`src/rtl/intc_pkg.sv`:
```
package intc_pkg;

   localparam int unsigned REG_AW = 3;

   typedef enum logic [REG_AW-1:0] {
      OFS_STAT = 3'd0,
      OFS_EN   = 3'd1,
      OFS_CRIT = 3'd2,
      OFS_POL  = 3'd3,
      OFS_TRIG = 3'd4,
      OFS_MASK = 3'd5
   } reg_ofs_e;

endpackage

```
`src/rtl/intc_sync.sv`:
```
module intc_sync #(
   parameter int unsigned W      = 32,
   parameter int unsigned STAGES = 2
) (
   input  logic         clk,
   input  logic         rst_n,
   input  logic [W-1:0] d_in,
   output logic [W-1:0] d_out
);

   generate
      if (STAGES == 0) begin : g_bypass
         assign d_out = d_in;
      end else begin : g_chain
         logic [W-1:0] stage_q [STAGES];
         always_ff @(posedge clk or negedge rst_n) begin
            if (!rst_n) begin
               for (int s = 0; s < int'(STAGES); s++) stage_q[s] <= '0;
            end else begin
               stage_q[0] <= d_in;
               for (int s = 1; s < int'(STAGES); s++) stage_q[s] <= stage_q[s-1];
            end
         end
         assign d_out = stage_q[STAGES-1];
      end
   endgenerate

endmodule

```
`src/rtl/intc_detect.sv`:
```
module intc_detect #(
   parameter int unsigned W                = 32,
   parameter bit          EDGE_BEATS_CLEAR = 1'b1
) (
   input  logic         clk,
   input  logic         rst_n,
   input  logic [W-1:0] line_s,
   input  logic [W-1:0] pol,
   input  logic [W-1:0] trig,
   input  logic [W-1:0] clr,
   output logic [W-1:0] qual,
   output logic [W-1:0] stat
);

   logic [W-1:0] prev_q;
   logic [W-1:0] stat_q;
   logic [W-1:0] stat_d;

   assign qual = ~(line_s ^ pol);

   generate
      for (genvar i = 0; i < int'(W); i++) begin : g_src
         logic rise_i;
         assign rise_i = qual[i] & ~prev_q[i];
         if (EDGE_BEATS_CLEAR) begin : g_set_wins
            assign stat_d[i] = trig[i] ? ((stat_q[i] & ~clr[i]) | rise_i) : qual[i];
         end else begin : g_clr_wins
            assign stat_d[i] = trig[i] ? ((stat_q[i] | rise_i) & ~clr[i]) : qual[i];
         end
      end
   endgenerate

   always_ff @(posedge clk or negedge rst_n) begin
      if (!rst_n) begin
         prev_q <= '0;
         stat_q <= '0;
      end else begin
         prev_q <= qual;
         stat_q <= stat_d;
      end
   end

   assign stat = stat_q;

endmodule

```
`src/rtl/intc_regs.sv`:
```
module intc_regs
   import intc_pkg::*;
#(
   parameter int unsigned    W         = 32,
   parameter logic [W-1:0]   POL_RESET = '1
) (
   input  logic              clk,
   input  logic              rst_n,
   input  logic [REG_AW-1:0] bus_addr,
   input  logic              bus_wr,
   input  logic              bus_rd,
   input  logic [W-1:0]      bus_wdata,
   input  logic [W-1:0]      stat,
   output logic [W-1:0]      en,
   output logic [W-1:0]      crit,
   output logic [W-1:0]      pol,
   output logic [W-1:0]      trig,
   output logic [W-1:0]      clr,
   output logic [W-1:0]      rdata
);

   logic [W-1:0] en_q, crit_q, pol_q, trig_q, rdata_q, rmux;
   reg_ofs_e     ofs;

   assign ofs = reg_ofs_e'(bus_addr);
   assign clr = (bus_wr && ofs == OFS_STAT) ? bus_wdata : '0;

   always_ff @(posedge clk or negedge rst_n) begin
      if (!rst_n) begin
         en_q   <= '0;
         crit_q <= '0;
         pol_q  <= POL_RESET;
         trig_q <= '0;
      end else if (bus_wr) begin
         case (ofs)
            OFS_EN:   en_q   <= bus_wdata;
            OFS_CRIT: crit_q <= bus_wdata;
            OFS_POL:  pol_q  <= bus_wdata;
            OFS_TRIG: trig_q <= bus_wdata;
            default:  ;
         endcase
      end
   end

   always_comb begin
      case (ofs)
         OFS_STAT: rmux = stat;
         OFS_EN:   rmux = en_q;
         OFS_CRIT: rmux = crit_q;
         OFS_POL:  rmux = pol_q;
         OFS_TRIG: rmux = trig_q;
         OFS_MASK: rmux = stat & en_q;
         default:  rmux = '0;
      endcase
   end

   always_ff @(posedge clk or negedge rst_n) begin
      if (!rst_n)      rdata_q <= '0;
      else if (bus_rd) rdata_q <= rmux;
   end

   assign en    = en_q;
   assign crit  = crit_q;
   assign pol   = pol_q;
   assign trig  = trig_q;
   assign rdata = rdata_q;

endmodule

```
`src/rtl/intc_prio.sv`:
```
module intc_prio #(
   parameter int unsigned W  = 32,
   localparam int unsigned IW = $clog2(W)
) (
   input  logic [W-1:0]  masked,
   input  logic [W-1:0]  crit,
   output logic [IW-1:0] idx,
   output logic          valid,
   output logic          out_crit,
   output logic          out_noncrit
);

   always_comb begin
      idx = '0;
      for (int i = 0; i < int'(W); i++) begin
         if (masked[i]) idx = IW'(int'(W) - 1 - i);
      end
   end

   assign valid       = |masked;
   assign out_crit    = |(masked & crit);
   assign out_noncrit = |(masked & ~crit);

endmodule

```
`src/rtl/intc_steer.sv`:
```
module intc_steer
   import intc_pkg::*;
#(
   parameter int unsigned  N_SRC            = 32,
   parameter int unsigned  SYNC_STAGES      = 2,
   parameter logic [31:0]  POL_RESET        = 32'hFFFF_FFFF,
   parameter bit           EDGE_BEATS_CLEAR = 1'b1,
   localparam int unsigned IDX_W            = $clog2(N_SRC)
) (
   input  logic              clk,
   input  logic              rst_n,
   input  logic [N_SRC-1:0]  irq_in,
   input  logic [REG_AW-1:0] bus_addr,
   input  logic              bus_wr,
   input  logic              bus_rd,
   input  logic [N_SRC-1:0]  bus_wdata,
   output logic [N_SRC-1:0]  bus_rdata,
   output logic              irq_crit,
   output logic              irq_noncrit,
   output logic [IDX_W-1:0]  pend_idx,
   output logic              pend_valid
);

   generate
      if (N_SRC != 32) begin : g_bad_width
         $error("intc_steer: N_SRC must equal the 32-bit register width");
      end
      if (SYNC_STAGES > 4) begin : g_bad_sync
         $error("intc_steer: SYNC_STAGES above 4 is not supported");
      end
   endgenerate

   logic [N_SRC-1:0] line_s;
   logic [N_SRC-1:0] qual;
   logic [N_SRC-1:0] stat_q;
   logic [N_SRC-1:0] en_q, crit_q, pol_q, trig_q, clr_vec;

   intc_sync #(.W(N_SRC), .STAGES(SYNC_STAGES)) u_sync (
      .clk   (clk),
      .rst_n (rst_n),
      .d_in  (irq_in),
      .d_out (line_s)
   );

   intc_detect #(.W(N_SRC), .EDGE_BEATS_CLEAR(EDGE_BEATS_CLEAR)) u_detect (
      .clk    (clk),
      .rst_n  (rst_n),
      .line_s (line_s),
      .pol    (pol_q),
      .trig   (trig_q),
      .clr    (clr_vec),
      .qual   (qual),
      .stat   (stat_q)
   );

   intc_regs #(.W(N_SRC), .POL_RESET(POL_RESET[N_SRC-1:0])) u_regs (
      .clk       (clk),
      .rst_n     (rst_n),
      .bus_addr  (bus_addr),
      .bus_wr    (bus_wr),
      .bus_rd    (bus_rd),
      .bus_wdata (bus_wdata),
      .stat      (stat_q),
      .en        (en_q),
      .crit      (crit_q),
      .pol       (pol_q),
      .trig      (trig_q),
      .clr       (clr_vec),
      .rdata     (bus_rdata)
   );

   intc_prio #(.W(N_SRC)) u_prio (
      .masked      (stat_q & en_q),
      .crit        (crit_q),
      .idx         (pend_idx),
      .valid       (pend_valid),
      .out_crit    (irq_crit),
      .out_noncrit (irq_noncrit)
   );

endmodule

```
`config.mk`:
```
export PLATFORM = sky130hd
export DESIGN_NAME = intc_steer
export DESIGN_NICKNAME = d
export VERILOG_FILES = /design/src/rtl/intc_pkg.sv /design/src/rtl/intc_sync.sv /design/src/rtl/intc_detect.sv /design/src/rtl/intc_regs.sv /design/src/rtl/intc_prio.sv /design/src/rtl/intc_steer.sv
export SDC_FILE = /design/constraint.sdc
export NUM_CORES = 1
export LEC_CHECK = 0
export BUFFER_PORTS_ARGS = -buffer_cell sky130_fd_sc_hd__buf_2
export CAP_MARGIN = 5
export CORE_AREA = 2 2 207 209
export CTS_BUF_LIST = sky130_fd_sc_hd__clkbuf_2
export CTS_CLUSTER_DIAMETER = 200
export DETAILED_ROUTE_END_ITERATION = 10
export DIE_AREA = 0 0 209 211
export GPL_TIMING_DRIVEN = 1
export SETUP_SLACK_MARGIN = 0.1
export SYNTH_ARGS = -nofsm -noshare
export SYNTH_HDL_FRONTEND = slang
export SYNTH_SLANG_ARGS = --single-unit
```
`constraint.sdc`:
```
create_clock -name clk -period 2.75 [get_ports clk]
set_input_delay 0.55 -clock clk [delete_from_list [all_inputs] [get_ports clk]]
set_output_delay 0.55 -clock clk [all_outputs]
set_load 0.1 [all_outputs]
```
## Word-level counts from Yosys, hierarchy flattened

Cells that the tools add are included.
Widths: inputs -> output; s select.

| storage, ports and cells | value |
|---|---|
| register bits | 288 |
| bits of input ports | 71 |
| output and inout bits | 40 |
| word-level logic and storage cells | 255 |

| operators by class | value |
|---|---|
| equal/unequal tests | 5 |
| muxes and demuxes | 66 |
| bitwise logic cells | 166 |
| reductions and logical operators | 9 |

Operators with widths:

| operator | count |
|---|---|
| $pmux 32 s6 | 1 |
| $mux 5 | 32 |
| $and 32x32->32 | 3 |
| $reduce_or 32->1 | 3 |
| $and 1x1->1 | 64 |
| $not 1->1 | 64 |
| $not 32->32 | 2 |
| $mux 1 | 32 |
| $mux 32 | 1 |
| $or 1x1->1 | 32 |
| $xor 32x32->32 | 1 |
| $reduce_and 2->1 | 4 |
| $eq 3x2->1 const B | 2 |
| $eq 3x3->1 const B | 2 |
| $eq 3x1->1 const B | 1 |
| $logic_not 3->1 | 1 |
| $logic_and 1x1->1 | 1 |

## Logic depth before layout (Yosys ltp)

Gate-level depths: netlist (run 1).

| depth | value |
|---|---|
| word-level depth | 33 |
| depth in mapped cells | 8 |
| mapped depth without buffers | 5 |

## Modules after synthesis

From an unflattened synthesis (run 1), not the netlist that was laid out.

| second synthesis, totals | value |
|---|---|
| cell total of the unflattened synthesis | 1061 |
| area total of the unflattened synthesis | 13121.3 µm² |

Modules (own cells, without submodules):

| module | instances | cells each | area each (µm²) | sequential area each (µm²) |
|---|---|---|---|---|
| intc_regs | 1 | 615 | 7885.1 | 4043.9 |
| intc_detect | 1 | 192 | 2442.3 | 1601.5 |
| intc_sync | 1 | 96 | 1841.8 | 1601.5 |
| intc_prio | 1 | 126 | 752.0 | 0.0 |
| intc_steer | 1 | 32 | 200.2 | 0.0 |

## Worst setup path before layout (run 1)

OpenSTA, ideal clock, no wires.

| path | value |
|---|---|
| path type | flip-flop to output port |
| start | register u_detect.stat_q[3], in the netlist u_detect.stat[3] |
| end | output pend_idx[1] |
| arrival time | 4.043 ns |
| required time | 2.200 ns |
| setup slack | -1.843 ns |
| stages on the path, launching flop included | 6 |
| path buffers | 0 |
| path through | dfrtp_1 -> a22oi_1 -> a21oi_1 -> o21ai_0 -> a311oi_1 -> o41ai_1 |

| on the way | value |
|---|---|
| cells in the longest elaborated chain, start to end | 30 |

RTL lines:

| what | RTL line | text |
|---|---|---|
| from (decl) | intc_detect.sv:16 | `logic [W-1:0] stat_q;` |
| from (signal assigned) | intc_detect.sv:39 | `stat_q <= stat_d;` |
| $and 32x32->32 | intc_steer.sv:73 | `.masked (stat_q & en_q),` |
| $mux 5 (29 in a row) | intc_prio.sv:16 | `if (masked[i]) idx = IW'(int'(W) - 1 - i);` |
| to (decl) | intc_steer.sv:20 | `output logic [IDX_W-1:0] pend_idx,` |

Every way passes these cells.

## Worst setup path in the final report (run 1)

| path | value |
|---|---|
| start | register u_regs.en_q[17], in the netlist u_regs.en[17] |
| end | output pend_idx[4] |

| on the way | value |
|---|---|
| cells in the longest elaborated chain, start to end | 16 |

RTL lines:

| what | RTL line | text |
|---|---|---|
| from (decl) | intc_regs.sv:22 | `logic [W-1:0] en_q, crit_q, pol_q, trig_q, rdata_q, rmux;` |
| from (signal assigned) | intc_regs.sv:36 | `OFS_EN: en_q <= bus_wdata;` |
| $and 32x32->32 | intc_steer.sv:73 |  |
| $mux 5 (15 in a row) | intc_prio.sv:16 |  |

Every way passes these cells.

==> results.json, run 1 <==
{
  "grt_pass1_wl_mm": 58.53,
  "outcome": "finished, violations left",
  "io-pin-count": 111,
  "syn_avg_cell_area_um2": 12.13,
  "ys_types": 51,
  "hpwl_mm": 24.86,
  "leakage_nw": 6.798,
  "post-route-period-util_pct": 118.1,
  "drive_above_1_share_pct": 37.08,
  "hold_viol": 0,
  "drt-pass1-iter-count": 5,
  "synth_xor_xnor_area_share_pct": 2.261,
  "yosys.area.top_type": "dfrtp_1",
  "cts_root_buf": "clkbuf_2",
  "max_freq_mhz": 308.0,
  "arrival_ns": 2.70,
  "gr-total-overflow": 0,
  "clockBufferDepth": 3,
  "die_w_um": 209,
  "final_cells": 1910,
  "drt-vias-per-instance": 5.099,
  "ys.warnings.count": 0,
  "finalPower_mw": 13.89,
  "irDropWorstVdd_uv": 437.0,
  "insertion_delay_ns": 0.95,
  "tightest_slew_ns": 0.6606,
  "place_congestion": 0.8873,
  "port_buffers": 110,
  "grt_max_degree": 76,
  "cts_max_level": 3,
  "slowest_stage": "dfrtp_1",
  "first_global_vias": 10140,
  "setup_viol": 8,
  "ys.flop_type": "dfrtp_1",
  "syn_inst": 1022,
  "tns_ns": -2.954,
  "synth.area.mux_share_pct": 13.66,
  "clock_skew_ns": 0.07788,
  "vias": 9739,
  "cp-start-kind": "flip-flop",
  "cp.required_ns": 2.20,
  "start_util_pct": 29.69,
  "slew_violations": 0,
  "synth_top_family_by_area": "compound AO/OA/AOI/OAI gates",
  "final_antenna_net_count": 0,
  "numCtsBuffers": 79,
  "cp_cell_sequence": "nand2_2 -> nand4_1 -> or3b_4 -> nor3_4 -> buf_6 -> nor2b_4 -> buf_12",
  "cts_tree": "built",
  "grt_use_total_pct": 17.14,
  "ys_seq_area_share_pct": 58.45,
  "netlist_area_um2": 12400,
  "powerDensity_nw_per_um2": 873.1,
  "cap_viol_max_count": 0,
  "synth_nets": 1093,
  "die-height_um": 211,
  "clkSinkCount": 288,
  "dieArea_um2": 44100,
  "row_count": 75,
  "whs_ns": 0.2061,
  "cp_top_family": "simple AND/OR/NAND/NOR gates",
  "fill_cells": 4125,
  "fin_crit_ns": 3.247,
  "synth_edf_count": 0,
  "core_um2": 41760,
  "netlist_top_cells_area": "dfrtp_1 52%, mux2_2 7.0%, dfstp_2 6.8%",
  "synth_compound_area_share_pct": 13.77,
  "dpl_worst_slack_ns": 0.2517,
  "crit_type": "reg -> out",
  "rsz0062_at_grt": "yes",
  "yosys.area_share.simple_pct": 9.557,
  "fin_ws_ns": -0.4970,
  "clk_pin_slew_ns": 0.14,
  "failed_checks": "negative setup slack",
  "max_stage_delay_ns": 0.44,
  "wire_per_inst_um": 19.49,
  "drt-total-wl_mm": 37.23,
  "critPathMaxFanout": 4,
  "slew_headroom_pct": 55.96,
  "hold_path_class": "in -> async",
  "synth-seq-cells": 288,
  "async_flop_share_pct": 100.0,
  "antenna_found_initial": 1,
  "crit_buf_inv": 2,
  "crit_path_end_kind": "output port",
  "drc": 0,
  "drtIter0Drc": 842,
  "numPlacedInstances": 1659,
  "fin_nets": 1377,
  "area_growth_syn_to_layout_pct": 28.33,
  "synth_top_cell_area_share_pct": 51.67,
  "synthAdderAreaFrac_pct": 0
}
==> layout by cell type (no fill, tap or decap), types with 4 or more instances in the layout <==
cell type / instances
dlygate4sd3_1: 66
nand3_1: 38
buf_6: 9
nand3_2: 5
mux2_2: 77
inv_1: 8
a32oi_1: 20
buf_12: 13
a22oi_1: 8
o211ai_1: 7
nor2_1: 31
nand2b_1: 28
o21a_1: 20
o21ai_0: 16
clkinv_1: 14
a21oi_1: 41
a32o_1: 35
mux2_1: 53
o21ai_1: 4
a211oi_1: 6
nand2_1: 98
clkbuf_2: 126
buf_2: 101
nand2_2: 18
dfrtp_2: 14
buf_4: 64
nand4_1: 11
nor4_2: 4
o22ai_1: 18
o221ai_1: 25
mux2i_1: 23
dfrtp_1: 242
xnor2_1: 32
dfstp_2: 32
==> sequential cells by signal, indices dropped and copies added (netlist names) <==
signal	flops
u_sync.g_chain.stage_q	32
u_regs.pol	32
u_sync.d_out	32
u_regs.rdata	32
u_detect.stat	32
u_regs.en	32
u_regs.crit	32
u_regs.trig	32
u_detect.prev_q	32
==> repair_timing <==
item                                   CTS  global route
endpoints found under the hold margin  265             0
setup buffers                           32             8
pin swaps                               25            16
hold buffers                            66             0
resized for setup                       65            36
setup endpoints to repair                8             8
==> through the flow <==
step	util [%]	instance area, um^2
after floorplan	-	12430
after global placement	33.20	13860
after detailed placement	33.20	13860
after CTS	37.59	15700
after global routing	38.10	15910
final	38.10	15910
==> routing by layer <==
layer	global-route usage [%]	part of all wire, %
met3	4.401	6.1
met1	22.98	45
met5	0	0
met4	5.739	1.7
met2	27.07	47
==> power breakdown <==
part           total [mW]  internal [mW]  switching [mW]
registers            6.10           5.19           0.909
clock network        3.13           1.29            1.83
logic                4.67           1.93            2.73
total                13.9           8.42            5.47
==> logic make-up after synthesis <==
kind of cell	Yosys count
multiplexers	153
XOR/XNOR	32
AND/OR/NAND/NOR	257
flip-flops	288
AO/OA/AOI/OAI	231
buffers and inverters	61
==> Yosys cell counts (8+ instances only) <==
master and number:
dfrtp_1 256, nand2_1 118, mux2_2 77, mux2_1 53, a21oi_1 46, nand3_1 42
a32o_1 36, nor2_1 33, dfstp_2 32, xnor2_1 32, nand2b_1 28, buf_2 27
o221ai_1 26, mux2i_1 23, a32oi_1 21, o21a_1 20, o22ai_1 20, o21ai_0 19
clkbuf_1 16, nand4_1 11, a22oi_1 10, inv_1 8
==> worst paths after layout <==
check                                                startpoint  depth (start not counted)                                    to  slack (ns)
min reg2reg                u_sync.g_chain.stage_q[36]$_DFF_PN0_                          0             u_sync.d_out[4]$_DFF_PN0_        0.34
min in group clk                                     irq_in[11]                          2  u_sync.g_chain.stage_q[43]$_DFF_PN0_        0.26
max in group asynchronous                                 rst_n                          3            u_regs.pol[31]$_DFFE_PN1P_        1.67
min                                                       rst_n                          2             u_regs.en[17]$_DFFE_PN0P_        0.21
max reg2reg                           u_regs.en[21]$_DFFE_PN0P_                          5          u_regs.rdata[21]$_DFFE_PN0P_        1.26
max                                   u_regs.en[17]$_DFFE_PN0P_                          7                           pend_idx[4]       -0.50
==> area by class of cell <==
cell class              count  area (um^2)  share of cell area, %
well taps                 539        674.4                  4.239
clock buffers             126        630.6                  3.964
diodes                      1        2.502                0.01573
clock inverters            19        100.1                 0.6291
multi-input cells         673         5166                  32.47
inverters                   9        33.78                 0.2123
flip-flops and latches    288         7264                  45.66
repair buffers            255         2038                  12.81
Power figures use the tool's default switching activity.
==> run 2: changes to the inputs <==
Settings changed: CELL_PAD_IN_SITES_DETAIL_PLACEMENT set to 1, CELL_PAD_IN_SITES_GLOBAL_PLACEMENT set to 1, PLACE_DENSITY_LB_ADDON set to 0.1.
==> results.json, run 2 (synthesis results as in run 1) <==
{
  "fin_crit_ns": 3.286,
  "grt_max_degree": 50,
  "slew_violations": 0,
  "final-seq-area_um2": 7277,
  "r2r_cells": 6,
  "cts_tree": "built",
  "post-route-period-util_pct": 119.5,
  "multi_input_area_um2": 5221,
  "numPlacedInstances": 1658,
  "failed_checks": "negative setup slack",
  "tns_ns": -3.556,
  "io-pin-count": 111,
  "cp.required_ns": 2.20,
  "cts_max_level": 3,
  "p_sw_mw": 5.617,
  "core_um2": 41760,
  "grt_use_total_pct": 19.69,
  "hold_path.startpoint": "irq_in[28]",
  "drive_above_1_share_pct": 37.82,
  "cp-start-kind": "flip-flop",
  "whs_path_depth": 2,
  "cp_top_family": "simple AND/OR/NAND/NOR gates",
  "p_sw_share_pct": 39.38,
  "first_global_vias": 10670,
  "p_int_mw": 8.645,
  "irDropWorstVdd_uv": 1189,
  "critPathMaxFanout": 4,
  "fin_util_pct": 38.30,
  "cp_cell_sequence": "and2_4 -> a21oi_4 -> or3b_4 -> nor3_2 -> buf_4 -> nor2b_4 -> buf_12",
  "clkSinkCount": 288,
  "area_growth_syn_to_layout_pct": 29.01,
  "gr-total-overflow": 0,
  "max_freq_mhz": 304.4,
  "cts_root_buf": "clkbuf_2",
  "fin_nets": 1368,
  "rsz0062_at_grt": "yes",
  "die-height_um": 211,
  "arrival_ns": 2.74,
  "fin_ws_ns": -0.5356,
  "final_antenna_net_count": 0,
  "whs_endpoint": "u_sync.g_chain.stage_q[60]$_DFF_PN0_",
  "numCtsBuffers": 82,
  "hpwl_mm": 27.87,
  "fill_cells": 4523,
  "r2r_slack_ns": 1.25,
  "crit_type": "reg -> out",
  "r2r_start": "u_detect.stat[5]$_DFF_PN0_",
  "dieArea_um2": 44100,
  "drtIter0Drc": 548,
  "drt-vias-per-instance": 5.023,
  "tightest_slew_ns": 0.9540,
  "port_buffers": 110,
  "crit_buf_inv": 2,
  "pwr-share-clk_pct": 23.9,
  "powerDensity_nw_per_um2": 891.6,
  "clk_pin_slew_ns": 0.09,
  "final_cell_mix": "232 x dfrtp_1, 133 x clkbuf_2, 101 x buf_2",
  "setup_viol": 8,
  "place_congestion": 0.8460,
  "wire_per_inst_um": 21.87,
  "drc": 0,
  "row_count": 75,
  "slew_headroom_pct": 36.27,
  "die_w_um": 209,
  "outcome": "finished, violations left",
  "max_stage_delay_ns": 0.42,
  "clockBufferDepth": 3,
  "final_cells": 1902,
  "start_util_pct": 29.69,
  "vias": 9554,
  "hold_viol": 0,
  "final_common_cell": "dfrtp_1",
  "hold_path_class": "in -> reg",
  "finalPower_mw": 14.26,
  "drt-pass1-iter-count": 4,
  "antenna_found_initial": 2,
  "combPwrFrac_pct": 32.6,
  "leakage_nw": 6.803,
  "grt_pass1_wl_mm": 65.41,
  "drt-total-wl_mm": 41.61,
  "clock_skew_ns": 0.06522,
  "crit_path_end_kind": "output port",
  "pwr-share-seq_pct": 43.6,
  "insertion_delay_ns": 1.00,
  "cap_viol_max_count": 0,
  "reg2reg_to": "u_regs.rdata[5]$_DFFE_PN0P_",
  "slowest_stage": "dfrtp_1"
}
## run 2: cell count changes in the layout (fill, tap and decap cells not counted), sizes merged
cell,previous run,this run
clkbuf,126,133
buf,189,175
dlygate4sd3,66,68
clkinv,16,8
bufinv,1,3
diode,1,4
## run 2: worst max path at each step
stage	from	end	cells after the start
floorplan	u_detect.stat[3]$_DFF_PN0_	pend_idx[1]	5
global placement	u_detect.stat[3]$_DFF_PN0_	pend_idx[1]	7
detailed placement	u_detect.stat[3]$_DFF_PN0_	pend_idx[1]	7
CTS	u_regs.en[3]$_DFFE_PN0P_	pend_idx[1]	7
global route	u_regs.en[18]$_DFFE_PN0P_	pend_idx[1]	7
finish	u_regs.en[18]$_DFFE_PN0P_	pend_idx[4]	7
## run 2: power by group through the flow
stage / clock network [mW] / registers, mW / logic (mW)
detailed placement: 0 / 6.25 / 3.97
CTS: 3.61 / 6.19 / 4.51
finish: 3.40 / 6.21 / 4.65
global placement: 0 / 6.24 / 3.93
floorplan: 0 / 6.45 / 2.19
global route: 3.84 / 6.36 / 4.99
## run 2: final cells by class
| type | count | share of cell area [%] |
|---|---|---|
| antenna | 4 | 0.06258 |
| clock buffer | 133 | 4.161 |
| clock inverter | 13 | 0.8057 |
| inverter | 9 | 0.2112 |
| multi-input combinational | 673 | 32.64 |
| sequential | 288 | 45.49 |
| tap | 539 | 4.216 |
| timing repair buffer | 243 | 12.41 |
## run 2: per-layer routing
layer,up-vias,global-route usage [%],part of all wire (%)
met5,-,0,0
met4,0,5.837,1.7
met3,57,4.208,3.5
met2,176,32.33,48
met1,4936,26.18,47
li1,4385,-,-
## run 2: per-stage QoR
step                hold WS [ns]  cell area (um^2)  setup WS [ns]
floorplan                 0.2544             12430        -0.5045
global placement          0.3325             13900         0.3083
detailed placement        0.3365             13900         0.3015
CTS                      0.01062             15810        -0.7221
global route             0.03195             16000        -0.7589
finish                    0.1691             16000        -0.5356
## run 2: timing repair
| item | 4_1_cts | 5_1_grt |
|---|---|---|
| pin swaps | 24 | 18 |
| endpoints found under the hold margin | 470 | 0 |
| setup buffers | 16 | 9 |
| gates resized for setup | 82 | 29 |
| hold buffers | 69 | 0 |
| gates cloned | 0 | 0 |
| endpoints found under the setup margin | 8 | 8 |
## run 2: worst reg2reg max path, delay by kind of cell (launching register included)
kind            cells  cell delay (ns)
compound gates      4             0.63
buf+inv             2             0.28
flops               1             0.46
